[config.mk]
export PLATFORM = sky130hd
export DESIGN_NAME = abm_bus_master
export DESIGN_NICKNAME = d
export VERILOG_FILES = /design/src/rtl/abm_pkg.sv /design/src/rtl/abm_seq_fsm.sv /design/src/rtl/abm_wait_timer.sv /design/src/rtl/abm_xfer_regs.sv /design/src/rtl/abm_bus_master.sv
export SDC_FILE = /design/constraint.sdc
export NUM_CORES = 1
export LEC_CHECK = 0
export CAP_MARGIN = 30
export CORE_ASPECT_RATIO = 0.9
export CORE_MARGIN = 2
export CORE_UTILIZATION = 50
export DETAILED_ROUTE_END_ITERATION = 16
export DONT_BUFFER_PORTS = 1
export GPL_TIMING_DRIVEN = 0
export PLACE_DENSITY_LB_ADDON = 0.08
export SLEW_MARGIN = 20
export SYNTH_ARGS = -nofsm -noshare
export SYNTH_HDL_FRONTEND = slang
export SYNTH_HIERARCHICAL = 1
export SYNTH_SLANG_ARGS = --single-unit
[constraint.sdc]
create_clock -name clk -period 1.77 [get_ports clk]
set_input_delay 0.177 -clock clk [delete_from_list [all_inputs] [get_ports clk]]
set_output_delay 0.177 -clock clk [all_outputs]
set_load 0.02 [all_outputs]
[src/rtl/abm_pkg.sv]
package abm_pkg;

    typedef enum logic [3:0] {
        ST_IDLE = 4'd0,
        ST_S0   = 4'd1,
        ST_S1   = 4'd2,
        ST_S2   = 4'd3,
        ST_S3   = 4'd4,
        ST_S4   = 4'd5,
        ST_WAIT = 4'd6,
        ST_S5   = 4'd7,
        ST_S6   = 4'd8,
        ST_S7   = 4'd9
    } abm_state_e;

endpackage

[src/rtl/abm_seq_fsm.sv]
module abm_seq_fsm
    import abm_pkg::*;
(
    input  logic       clk,
    input  logic       rst_n,
    input  logic       start,
    input  logic       ack_n,
    output abm_state_e state
);

    abm_state_e state_nx;

    always_ff @(posedge clk or negedge rst_n) begin
        if (!rst_n) state <= ST_IDLE;
        else        state <= state_nx;
    end

    always_comb begin
        state_nx = state;
        unique case (state)
            ST_IDLE: if (start) state_nx = ST_S0;
            ST_S0:   state_nx = ST_S1;
            ST_S1:   state_nx = ST_S2;
            ST_S2:   state_nx = ST_S3;
            ST_S3:   state_nx = ST_S4;
            ST_S4:   state_nx = ack_n ? ST_WAIT : ST_S5;
            ST_WAIT: state_nx = ack_n ? ST_WAIT : ST_S5;
            ST_S5:   state_nx = ST_S6;
            ST_S6:   state_nx = ST_S7;
            ST_S7:   state_nx = ST_IDLE;
            default: state_nx = ST_IDLE;
        endcase
    end

endmodule

[src/rtl/abm_wait_timer.sv]
module abm_wait_timer #(
    parameter int WAIT_LIMIT = 8
) (
    input  logic clk,
    input  logic rst_n,
    input  logic in_wait,
    input  logic clear,
    output logic stuck
);

    localparam int CW = $clog2(WAIT_LIMIT + 1);
    localparam logic [CW-1:0] LIMIT = CW'(WAIT_LIMIT);

    logic [CW-1:0] wcnt;

    always_ff @(posedge clk or negedge rst_n) begin
        if (!rst_n)                     wcnt <= '0;
        else if (clear)                 wcnt <= '0;
        else if (in_wait && wcnt < LIMIT) wcnt <= wcnt + 1'b1;
    end

    assign stuck = (wcnt >= LIMIT);

endmodule

[src/rtl/abm_xfer_regs.sv]
module abm_xfer_regs #(
    parameter int ADDR_W = 23,
    parameter int DATA_W = 16,
    parameter int LANES  = 2
) (
    input  logic              clk,
    input  logic              rst_n,
    input  logic              load,
    input  logic              in_write,
    input  logic [ADDR_W-1:0] in_addr,
    input  logic [LANES-1:0]  in_be,
    input  logic [DATA_W-1:0] in_wdata,
    input  logic              cap_rd,
    input  logic [DATA_W-1:0] bus_din,
    output logic              cur_write,
    output logic [ADDR_W-1:0] cur_addr,
    output logic [LANES-1:0]  cur_be,
    output logic [DATA_W-1:0] cur_wdata,
    output logic [DATA_W-1:0] rd_data
);

    always_ff @(posedge clk or negedge rst_n) begin
        if (!rst_n) begin
            cur_write <= 1'b0;
            cur_addr  <= '0;
            cur_be    <= '0;
            cur_wdata <= '0;
        end else if (load) begin
            cur_write <= in_write;
            cur_addr  <= in_addr;
            cur_be    <= in_be;
            cur_wdata <= in_wdata;
        end
    end

    always_ff @(posedge clk or negedge rst_n) begin
        if (!rst_n)      rd_data <= '0;
        else if (cap_rd) rd_data <= bus_din;
    end

endmodule

[src/rtl/abm_bus_master.sv]
module abm_bus_master
    import abm_pkg::*;
#(
    parameter int ADDR_W     = 23,
    parameter int DATA_W     = 16,
    parameter int WAIT_LIMIT = 8
) (
    input  logic              clk,
    input  logic              rst_n,
    input  logic              req_valid,
    output logic              req_ready,
    input  logic              req_write,
    input  logic [ADDR_W-1:0] req_addr,
    input  logic [1:0]        req_be,
    input  logic [DATA_W-1:0] req_wdata,
    output logic [DATA_W-1:0] rd_data,
    output logic              done,
    output logic              stuck,
    output logic [ADDR_W-1:0] bus_addr,
    output logic              bus_as_n,
    output logic              bus_uds_n,
    output logic              bus_lds_n,
    output logic              bus_rw,
    output logic [DATA_W-1:0] bus_dout,
    output logic              bus_doe,
    input  logic [DATA_W-1:0] bus_din,
    input  logic              bus_dtack_n
);

    localparam int LANES = 2;

    abm_state_e        state;
    logic              start;
    logic              cur_write;
    logic [ADDR_W-1:0] cur_addr;
    logic [LANES-1:0]  cur_be;
    logic [DATA_W-1:0] cur_wdata;

    logic addr_on, as_on, ds_on, wr_phase, dout_on, done_on;

    assign start = req_valid && (state == ST_IDLE);

    abm_seq_fsm u_fsm (
        .clk   (clk),
        .rst_n (rst_n),
        .start (start),
        .ack_n (bus_dtack_n),
        .state (state)
    );

    abm_xfer_regs #(
        .ADDR_W (ADDR_W),
        .DATA_W (DATA_W),
        .LANES  (LANES)
    ) u_regs (
        .clk       (clk),
        .rst_n     (rst_n),
        .load      (start),
        .in_write  (req_write),
        .in_addr   (req_addr),
        .in_be     (req_be),
        .in_wdata  (req_wdata),
        .cap_rd    ((state == ST_S6) && !cur_write),
        .bus_din   (bus_din),
        .cur_write (cur_write),
        .cur_addr  (cur_addr),
        .cur_be    (cur_be),
        .cur_wdata (cur_wdata),
        .rd_data   (rd_data)
    );

    abm_wait_timer #(
        .WAIT_LIMIT (WAIT_LIMIT)
    ) u_timer (
        .clk     (clk),
        .rst_n   (rst_n),
        .in_wait (state == ST_WAIT),
        .clear   (state == ST_S7),
        .stuck   (stuck)
    );

    // Output decode per state
    always_comb begin
        addr_on  = 1'b0;
        as_on    = 1'b0;
        ds_on    = 1'b0;
        wr_phase = 1'b0;
        dout_on  = 1'b0;
        done_on  = 1'b0;
        unique case (state)
            ST_IDLE, ST_S0: ;
            ST_S1: addr_on = 1'b1;
            ST_S2: begin
                addr_on  = 1'b1;
                as_on    = 1'b1;
                ds_on    = !cur_write;
                wr_phase = cur_write;
            end
            ST_S3: begin
                addr_on  = 1'b1;
                as_on    = 1'b1;
                ds_on    = !cur_write;
                wr_phase = cur_write;
                dout_on  = cur_write;
            end
            ST_S4, ST_WAIT, ST_S5, ST_S6: begin
                addr_on  = 1'b1;
                as_on    = 1'b1;
                ds_on    = 1'b1;
                wr_phase = cur_write;
                dout_on  = cur_write;
            end
            ST_S7: begin
                addr_on  = 1'b1;
                wr_phase = cur_write;
                dout_on  = cur_write;
                done_on  = 1'b1;
            end
            default: ;
        endcase
    end

    assign req_ready = (state == ST_IDLE);
    assign done      = done_on;
    assign bus_addr  = addr_on ? cur_addr : '0;
    assign bus_as_n  = !as_on;
    assign bus_uds_n = !(ds_on && cur_be[1]);
    assign bus_lds_n = !(ds_on && cur_be[0]);
    assign bus_rw    = !wr_phase;
    assign bus_doe   = dout_on;
    assign bus_dout  = dout_on ? cur_wdata : '0;

endmodule

==> results.json, run 1 <==
{
  "place_congestion": 0.858,
  "finalMaxSlewViolations": 0,
  "outcome": "finished, violations left",
  "finalPower_mw": 10.2,
  "synth_area_mm2": 0.00326,
  "irDropWorstVdd_mv": 1.27,
  "ioPinCount": 125,
  "h-tree-depth": 3,
  "dp.cells": 313,
  "hpwlAfterDp_um": 4480,
  "path_max_fanout": 8,
  "syn_nets": 290,
  "post_drt_wl_per_cell_um": 20.0,
  "design.core.area_mm2": 0.00622,
  "drtIter0Drc": 67,
  "finalHoldViolCount": 0,
  "violations": "negative setup slack",
  "gr-usage-all-layers_pct": 24.0,
  "fin_skew_ns": 0.0111,
  "worst_ep_required_time_ns": 2.00,
  "die_area_mm2": 0.00717,
  "yosysSeqAreaShare_pct": 50.7,
  "grt_setup_unrepaired": "yes",
  "cp.arrival_ns": 2.21,
  "drtPass1Iterations": 4,
  "post-route-drc-count": 0,
  "stdcell_count": 427,
  "cts.clk_slew.worst_paths_ns": 0.07,
  "cp_num_cells": 6,
  "p_leak_nw": 2.25,
  "slowest_delay_ns": 0.58,
  "syn_to_final_growth_pct": 52.5,
  "grt_max_degree": 67,
  "yosys_warnings": 6,
  "slew_headroom_pct": 70.1,
  "diodes": 0,
  "cp_slowest_cell": "or4b_4",
  "worst_hold_path_type": "in2reg",
  "first_global_vias": 2499,
  "layout-drive-gt1-share_pct": 55.9,
  "final_cell_mix": "dfrtp_1, dlygate4sd3_1, mux2_4",
  "power_density_mw_per_mm2": 2060,
  "whs_ns": 0.0625,
  "hold_end": "u_fsm/state[0]$_DFFE_PN0P_",
  "r2r_cells": 6,
  "post_dp_cell_area_mm2": 0.00339,
  "vias_per_cell": 5.19,
  "finalWorstPathRequiredPeriod_ns": 1.98,
  "start_util_pct": 52.4,
  "finalSetupViolCount": 96,
  "cts.sinks": 66,
  "max_freq_mhz": 506,
  "async_flop_share_pct": 100,
  "hold_start": "bus_dtack_n",
  "crit_type": "reg2reg",
  "layout_setup_ws_ns": -0.207,
  "clk_latency_ns": 0.34,
  "syn_area_per_cell_um2": 14.4,
  "fin_nets": 399,
  "drv_cap": 0,
  "antenna_left": 0,
  "pre_cts_ws_ns": -0.249,
  "io_buffers": 0,
  "yosysUniqueCellTypes": 36,
  "timing.critical_path.buf_inv": 3,
  "crit_chain": "buf_6 -> or4b_4 -> nor2_4 -> buf_8 -> clkbuf_16 -> mux2_4",
  "fin_crit_sh_pct": 112,
  "reg2reg_to": "u_regs/rd_data[5]$_DFFE_PN0P_",
  "grt_pass1_wl_um": 12800,
  "grt.overflow.total": 0,
  "die_w_um": 89.1,
  "clockBufferDepth": 2,
  "final_common_cell": "dfrtp_1",
  "die_y_um": 80.6,
  "cts_tree": "done",
  "ys_ff_latch": 66,
  "end_kind": "register",
  "whs_path_depth": 2,
  "start_kind": "register",
  "r2r-start": "u_fsm/state[0]$_DFFE_PN0P_",
  "rrSetupSlack_ns": -0.21,
  "core.rowCount": 27,
  "finalWirelength_um": 8550,
  "ys.flop_type": "dfrtp_1",
  "antenna_found_initial": 0,
  "cts_buffers": 9,
  "fin_area_mm2": 0.00496,
  "vias": 2215,
  "max_slew.worst_pin.slew_ns": 0.445,
  "crit_family": "simple AND/OR/NAND/NOR gates",
  "synth_edf_count": 0,
  "syn_inst": 226,
  "root_buffer": "clkbuf_8"
}
## synth_stat cells, types with 2 or more instances
library cell	instances	area (um2)
nand3b_1	2	15.0
mux2_2	8	90.1
ha_1	2	25.0
o21ai_0	3	15.0
o21ai_1	2	10.0
nor2_1	9	33.8
a21oi_1	2	10.0
and2_1	41	257
nand2b_1	2	12.5
buf_12	4	80.1
xnor2_1	2	17.5
mux2_4	50	751
buf_6	5	56.3
dfrtp_1	66	1650
nor2b_1	3	18.8
xor2_1	2	17.5
buf_2	2	10.0
inv_1	3	11.3
## what timing repair did
action | 4_1_cts | 5_1_grt
hold endpoints to repair | 124 | 0
setup buffers | 29 | 5
gates resized for setup | 115 | 22
pin swaps | 8 | 5
hold buffers | 60 | 0
gates cloned | 5 | 2
endpoints found under the setup margin | 103 | 103
## report_power, final
part	switching (mW)	internal (mW)	total, mW
combinational	2.48	3.11	5.59
clock	0.601	0.976	1.58
sequential	0.793	2.26	3.05
## routing by layer
metal	wire, um	track usage (%)
met2	4430	41.7
met1	3450	27.6
met5	0	0
met4	161	10.3
met3	503	6.58
## flip-flops by register name (all words and copies together), names as in the netlist
signal and cells:
u_regs/cur_be 2, u_regs/cur_addr 23, u_fsm/state 4, u_regs/cur_write 1, u_regs/rd_data 16, u_regs/cur_wdata 16
u_timer/wcnt 4
## cell type report
class,count,area [um2]
Sequential cell,66,1660
Buffer,9,136
Clock inverter,6,114
Timing Repair Buffer,101,1110
Inverter,3,11.3
Multi-Input combinational cell,145,1690
Clock buffer,10,138
Tap cell,87,109
Fill cell,351,1250
## kinds of logic (layout without fill, tap and decap cells)
logic type | after synthesis | count (layout) | share of synthesized area [%]
flip-flops | 66 | 66 | 50.7
buffers and inverters | 15 | 129 | 4.96
XOR/XNOR | 5 | 5 | 1.58
adder cells (fa/ha/maj) | 2 | 2 | 0.769
AO/OA/AOI/OAI | 11 | 11 | 2.57
AND/OR/NAND/NOR | 68 | 68 | 13.3
multiplexers | 59 | 59 | 26.1
## per-stage QoR
stage | setup TNS [ns] | utilization [%]
6_report | -10.51 | 79.9
3_3_place_gp | -10.10 | 54.5
3_5_place_dp | -12.21 | 54.5
2_1_floorplan | -3.28 | -
5_1_grt | -16.05 | 79.9
4_1_cts | -11.50 | 77.9
## worst max-delay path by stage
stage | end | start | slack (ns)
2_1_floorplan | u_regs/rd_data[10]$_DFFE_PN0P_ | u_fsm/state[3]$_DFFE_PN0P_ | -0.08
3_3_place_gp | u_regs/cur_wdata[10]$_DFFE_PN0P_ | u_fsm/state[1]$_DFFE_PN0P_ | -0.21
3_5_place_dp | u_regs/cur_wdata[8]$_DFFE_PN0P_ | u_fsm/state[2]$_DFFE_PN0P_ | -0.25
4_1_cts | u_regs/cur_addr[19]$_DFFE_PN0P_ | u_fsm/state[3]$_DFFE_PN0P_ | -0.20
5_1_grt | u_regs/cur_addr[12]$_DFFE_PN0P_ | u_fsm/state[3]$_DFFE_PN0P_ | -0.26
6_report | u_regs/rd_data[5]$_DFFE_PN0P_ | u_fsm/state[0]$_DFFE_PN0P_ | -0.21
Note: power is estimated with default switching activity, not from simulation.
==> run 2: changes to the inputs <==
--- a/config.mk
+++ b/config.mk
@@ -8,7 +8,7 @@
 export CAP_MARGIN = 30
 export CORE_ASPECT_RATIO = 0.9
 export CORE_MARGIN = 2
-export CORE_UTILIZATION = 50
+export CORE_UTILIZATION = 55
 export DETAILED_ROUTE_END_ITERATION = 16
 export DONT_BUFFER_PORTS = 1
 export GPL_TIMING_DRIVEN = 0
@@ -16,5 +16,4 @@
 export SLEW_MARGIN = 20
 export SYNTH_ARGS = -nofsm -noshare
 export SYNTH_HDL_FRONTEND = slang
-export SYNTH_HIERARCHICAL = 1
 export SYNTH_SLANG_ARGS = --single-unit
==> run 2 against run 1 <==
Compared with the run above: the run still ends with negative setup slack left; fmax up 2.2%; core utilization up 6.7 points; global-route usage rose by 1.2 points.
==> results.json, run 2 <==
{
  "start_util_pct": 57.8,
  "p_int_mw": 5.34,
  "die_y_um": 74.9,
  "drtPass1Iterations": 4,
  "crit_type": "reg2reg",
  "synth_commonest_cells": "dfrtp_1, and2_1, mux2_2",
  "slew_headroom_pct": 65.4,
  "p_sw_share_pct": 40.1,
  "finalWorstPathRequiredPeriod_ns": 1.93,
  "die_w_um": 82.8,
  "power_density_mw_per_mm2": 1930,
  "max_slew.worst_pin.slew_ns": 0.515,
  "syn_area_per_cell_um2": 13.4,
  "reg.largest.list": "u_regs.cur_addr x23, u_regs.cur_wdata x16, u_regs.rd_data x16",
  "clockBufferDepth": 2,
  "ioPinCount": 125,
  "cts_tree": "done",
  "yosysMostFrequentCell": "dfrtp_1",
  "syn_inst": 229,
  "clkPwrFrac_pct": 11.7,
  "first_global_vias": 2259,
  "syn_nets": 293,
  "cp_slowest_cell": "nor4_4",
  "worst_hold_path_type": "in2reg",
  "fin_nets": 394,
  "hpwlAfterDp_um": 4550,
  "end_kind": "register",
  "io_buffers": 0,
  "syn_to_final_growth_pct": 49.9,
  "p_leak_nw": 2.13,
  "worst_ep_required_time_ns": 1.98,
  "synth_area_mm2": 0.00307,
  "finalMaxSlewViolations": 0,
  "dp.cells": 296,
  "layout_setup_ws_ns": -0.165,
  "stdcell_count": 401,
  "start_kind": "register",
  "ys_ff_latch": 66,
  "async_flop_share_pct": 100,
  "finalPower_mw": 8.91,
  "yosysUniqueCellTypes": 36,
  "whs_ns": 0.150,
  "power.switching_mw": 3.57,
  "vias": 2251,
  "ys.flop_type": "dfrtp_1",
  "largest_reg_flops": 23,
  "finalSetupViolCount": 80,
  "antenna_found_initial": 0,
  "synth_top_area_cell": "dfrtp_1",
  "drtIter0Drc": 95,
  "combPwrFrac_pct": 56.3,
  "fin_skew_ns": 0.00959,
  "grt_pass1_wl_um": 11400,
  "gr-usage-all-layers_pct": 25.3,
  "cts.sinks": 66,
  "diodes": 0,
  "cts_buffers": 9,
  "tns_ns": -7.66,
  "routed.top_layer": "met4",
  "top_register": "u_regs.cur_addr",
  "fillCellCount": 245,
  "antenna_left": 0,
  "irDropWorstVdd_mv": 1.17,
  "finalHoldViolCount": 0,
  "cts.clk_slew.worst_paths_ns": 0.07,
  "path_max_fanout": 6,
  "core.rowCount": 25,
  "synth_edf_count": 0,
  "yosys_warnings": 0,
  "grt_setup_unrepaired": "yes",
  "max_freq_mhz": 517,
  "post-route-drc-count": 0,
  "crit_chain": "buf_6 -> nor4_4 -> nand2_4 -> buf_12 -> buf_8 -> mux2_4",
  "final_common_cell": "dfrtp_1",
  "design.core.area_mm2": 0.00532,
  "cp.arrival_ns": 2.15,
  "violations": "negative setup slack",
  "vias_per_cell": 5.61,
  "met2_length_um": 4540,
  "synth_area_leaders": "dfrtp_1, mux2_2, and2_1",
  "post_drt_wl_per_cell_um": 21.4,
  "synth_top_area_share_pct": 53.8,
  "h-tree-depth": 3,
  "place_congestion": 0.738,
  "final_cell_mix": "dfrtp_1, dlygate4sd3_1, and2_4",
  "seqPwrFrac_pct": 32.1,
  "grt.overflow.total": 0,
  "layout-drive-gt1-share_pct": 50.9,
  "finalWirelength_um": 8600,
  "die_area_mm2": 0.00620,
  "yosysSeqAreaShare_pct": 53.8,
  "slowest_delay_ns": 0.52,
  "drv_cap": 0,
  "clk_latency_ns": 0.33,
  "grt_max_degree": 67,
  "wl_met3_um": 590,
  "fin_crit_sh_pct": 109,
  "outcome": "finished, violations left",
  "m1WireLength_um": 3240,
  "postLayoutCoreUtil_pct": 86.6,
  "root_buffer": "clkbuf_8"
}
-- run 2: cell count changes after synthesis, moves of 4 or more --
cell	before	now
mux2_1	0	9
nand2_1	1	5
mux2_2	8	39
mux2_4	50	10
nor2_1	9	4
-- run 2: final timing paths --
kind | startpoint | endpoint | slack [ns] | cells past startpoint
worst max register to register | u_fsm.state[1]$_DFFE_PN0P_ | u_regs.cur_addr[5]$_DFFE_PN0P_ | -0.16 | 6
worst min register to register | u_regs.cur_addr[1]$_DFFE_PN0P_ | u_regs.cur_addr[1]$_DFFE_PN0P_ | 0.50 | 1
worst max-delay path | u_fsm.state[1]$_DFFE_PN0P_ | u_regs.cur_addr[5]$_DFFE_PN0P_ | -0.16 | 6
worst min-delay path | bus_dtack_n | u_fsm.state[0]$_DFFE_PN0P_ | 0.15 | 3
min in group asynchronous | rst_n | u_regs.cur_wdata[14]$_DFFE_PN0P_ | 0.38 | 2
max in group asynchronous | rst_n | u_regs.cur_addr[2]$_DFFE_PN0P_ | 1.11 | 2
-- run 2: repair_timing --
action,CTS,global route
pin swaps,11,8
gates resized for setup,114,34
gates cloned,2,5
setup buffers,8,14
hold endpoints to repair,123,2
setup endpoints to repair,95,98
hold buffers,59,2
-- run 2: through the flow --
step	setup WS, ns	cell area (um2)
after floorplan	0.0116	3070
after global placement	-0.320	3160
after detailed placement	-0.347	3160
after CTS	-0.101	4240
after global routing	-0.209	4600
final	-0.165	4600
-- run 2: power by group through the flow --
stage / registers, mW / logic (mW) / clock network (mW)
finish: 2.86 / 5.01 / 1.04
global route: 2.93 / 5.29 / 1.13
CTS: 2.81 / 4.23 / 1.03
detailed placement: 2.76 / 3.08 / 0
global placement: 2.72 / 2.99 / 0
floorplan: 2.61 / 2.70 / 0
-- run 2: area by class of cell --
cell class / instances / area, um2 / area share (%)
Timing Repair Buffer: 90 / 992 / 21.5
Multi-Input combinational cell: 145 / 1530 / 33.2
Inverter: 5 / 18.8 / 0.408
Clock buffer: 11 / 131 / 2.85
Clock inverter: 4 / 20.0 / 0.435
Tap cell: 67 / 83.8 / 1.82
Sequential cell: 66 / 1650 / 35.9
Buffer: 13 / 175 / 3.80
-- run 2: cells by family (layout without fill, tap and decap cells) --
logic type | Yosys count | count (layout) | share of synthesized area (%)
simple gates | 65 | 65 | 14.1
compound gates | 14 | 14 | 3.01
fa+ha+maj | 2 | 2 | 0.815
xor+xnor | 4 | 4 | 1.14
mux | 60 | 60 | 23.1
flops | 66 | 66 | 53.8
buf+inv | 18 | 123 | 4.07
-- run 2: layer usage --
layer / vias up / global-route usage, %
met1: 1134 / 29.1
met2: 110 / 45.3
met5: - / 0
li1: 982 / -
met4: 0 / 7.29
met3: 25 / 8.03
-- run 2: worst max-delay path: cells and delay by family (launching register included) --
| family | cells | cell delay (ns) |
|---|---|---|
| and+or+nand+nor | 2 | 0.63 |
| buffers and inverters | 3 | 0.46 |
| DFF | 1 | 0.41 |
| muxes | 1 | 0.31 |
==> run 3: changes to the inputs <==
--- a/config.mk
+++ b/config.mk
@@ -9,6 +9,7 @@
 export CORE_ASPECT_RATIO = 0.9
 export CORE_MARGIN = 2
 export CORE_UTILIZATION = 55
+export CTS_BUF_LIST = sky130_fd_sc_hd__clkbuf_4 sky130_fd_sc_hd__clkbuf_8
 export DETAILED_ROUTE_END_ITERATION = 16
 export DONT_BUFFER_PORTS = 1
 export GPL_TIMING_DRIVEN = 0
==> run 3 against run 2 <==
Compared with the run above: the run still ends with negative setup slack left; first-iteration DRC count increased by 14%; largest power group unchanged; combinational power decreased by 7.0%; register-to-register slack improved by 0.07 ns; largest cell class unchanged.
==> results.json, run 3 (synthesis gave the netlist of run 2 again) <==
{
  "outcome": "finished, violations left",
  "violations": "negative setup slack",
  "cp.arrival_ns": 2.08,
  "io_buffers": 0,
  "p_leak_nw": 2.01,
  "pre_cts_ws_ns": -0.347,
  "p_int_mw": 5.15,
  "final_cell_mix": "dfrtp_1, dlygate4sd3_1, mux2_2",
  "fin_area_mm2": 0.00439,
  "power_density_mw_per_mm2": 1950,
  "finalSetupViolCount": 94,
  "grt_pass1_wl_um": 11000,
  "antenna_found_initial": 0,
  "max_slew.worst_pin.slew_ns": 0.483,
  "cts.clk_slew.worst_paths_ns": 0.07,
  "vias": 2139,
  "clk_latency_ns": 0.33,
  "post_drt_wl_per_cell_um": 19.6,
  "layout_setup_ws_ns": -0.0987,
  "post_dp_cell_area_mm2": 0.00316,
  "clkPwrFrac_pct": 12.2,
  "cts_tree": "done",
  "drv_cap": 0,
  "drtIter0Drc": 108,
  "irDropWorstVdd_mv": 1.12,
  "end_kind": "register",
  "clockBufferDepth": 2,
  "post-route-drc-count": 0,
  "start_util_pct": 57.8,
  "power.switching_mw": 3.40,
  "finalPower_mw": 8.55,
  "worst_ep_required_time_ns": 1.98,
  "crit_type": "reg2reg",
  "drtPass1Iterations": 4,
  "max_freq_mhz": 535,
  "path_max_fanout": 10,
  "largest_reg_flops": 23,
  "vias_per_cell": 5.47,
  "h-tree-depth": 3,
  "die_area_mm2": 0.00620,
  "design.core.area_mm2": 0.00532,
  "fin_crit_sh_pct": 106,
  "r2r_cells": 5,
  "whs_path_depth": 1,
  "layout-drive-gt1-share_pct": 49.1,
  "place_congestion": 0.738,
  "core.rowCount": 25,
  "seqPwrFrac_pct": 33.2,
  "gr-usage-all-layers_pct": 24.5,
  "syn_to_final_growth_pct": 43.0,
  "die_w_um": 82.8,
  "final_common_cell": "dfrtp_1",
  "finalMaxSlewViolations": 0,
  "fin_nets": 384,
  "fillCellCount": 272,
  "top_register": "u_regs.cur_addr",
  "reg.largest.list": "u_regs.cur_addr x23, u_regs.cur_wdata x16, u_regs.rd_data x16",
  "cts.sinks": 66,
  "hpwlAfterDp_um": 4550,
  "die_y_um": 74.9,
  "combPwrFrac_pct": 54.5,
  "grt.overflow.total": 0,
  "finalWirelength_um": 7660,
  "grt_setup_unrepaired": "yes",
  "grt_max_degree": 67,
  "start_kind": "register",
  "fin_skew_ns": 0.00754,
  "diodes": 0,
  "slew_headroom_pct": 67.5,
  "root_buffer": "clkbuf_8",
  "finalWorstPathRequiredPeriod_ns": 1.87,
  "finalHoldViolCount": 0,
  "ioPinCount": 125,
  "antenna_left": 0,
  "p_sw_share_pct": 39.8,
  "worst_hold_path_type": "in2reg",
  "cts_buffers": 9,
  "first_global_vias": 2229
}
## run 3: cell types whose count changed in the layout (fill, tap and decap cells not counted), moves of 2 or more
cell and change:
clkbuf_4 +2, clkbuf_1 -2, dlygate4sd3_1 -2, clkbuf_16 -3, buf_12 -2, mux2_4 -10, mux2_1 +4, clkbuf_8 +2
buf_8 -5, mux2_2 +6
## run 3: area by class of cell
type / instances / area [um2] / share of cell area [%]
Sequential cell: 66 / 1650 / 37.6
Multi-Input combinational cell: 145 / 1500 / 34.1
Timing Repair Buffer: 80 / 827 / 18.8
Buffer: 13 / 154 / 3.50
Clock buffer: 11 / 139 / 3.16
Tap cell: 67 / 83.8 / 1.91
Clock inverter: 4 / 20.0 / 0.456
Inverter: 5 / 18.8 / 0.427
## run 3: what timing repair did
action                                  CTS  global route
buffers inserted                          8             9
endpoints found under the hold margin   120             3
hold buffers                             56             3
pin swaps                                11             3
endpoints found under the setup margin   95            98
gates resized for setup                 114            10
cloned                                    2             2
## run 3: power groups by stage
| stage | clock network (mW) | logic, mW | registers, mW |
|---|---|---|---|
| 2_1_floorplan | 0 | 2.70 | 2.61 |
| 3_3_place_gp | 0 | 2.99 | 2.72 |
| 3_5_place_dp | 0 | 3.08 | 2.76 |
| 4_1_cts | 1.06 | 4.23 | 2.81 |
| 5_1_grt | 1.14 | 4.94 | 2.91 |
| 6_report | 1.05 | 4.66 | 2.84 |
## run 3: stage by stage
stage / TNS (ns) / hold slack, ns / std cells / utilization (%)
after floorplan: 0 / -0.119 / 229 / -
after global placement: -6.67 / -0.117 / 296 / 59.3
after detailed placement: -7.97 / -0.118 / 296 / 59.3
after CTS: -4.94 / 0.000292 / 377 / 79.2
after global routing: -9.88 / 0.000674 / 391 / 82.6
final: -5.15 / 0.00350 / 391 / 82.6
## run 3: worst paths after layout
kind | slack (ns) | to | start
setup / recovery | -0.1 | u_regs.cur_wdata[5]$_DFFE_PN0P_ | u_fsm.state[2]$_DFFE_PN0P_
hold / removal | 0.003 | u_regs.cur_addr[16]$_DFFE_PN0P_ | req_addr[16]
setup reg to reg | -0.1 | u_regs.cur_wdata[5]$_DFFE_PN0P_ | u_fsm.state[2]$_DFFE_PN0P_
hold reg to reg | 0.50 | u_regs.cur_addr[1]$_DFFE_PN0P_ | u_regs.cur_addr[1]$_DFFE_PN0P_
max in group asynchronous | 1.12 | u_fsm.state[0]$_DFFE_PN0P_ | rst_n
min in group asynchronous | 0.39 | u_regs.rd_data[1]$_DFFE_PN0P_ | rst_n
## run 3: layer usage
layer  track usage, %  wire length, um
met3             6.00              450
met5                0                0
met4             10.0              134
met1             27.5             2920
met2             44.6             4160
## run 3: critical path, cell delays in order, from the launching register on
cell     delay (ns)
dfrtp_1        0.39
buf_6          0.15
nor4_4         0.50
nand2_4        0.18
buf_6          0.20
mux2_1         0.31
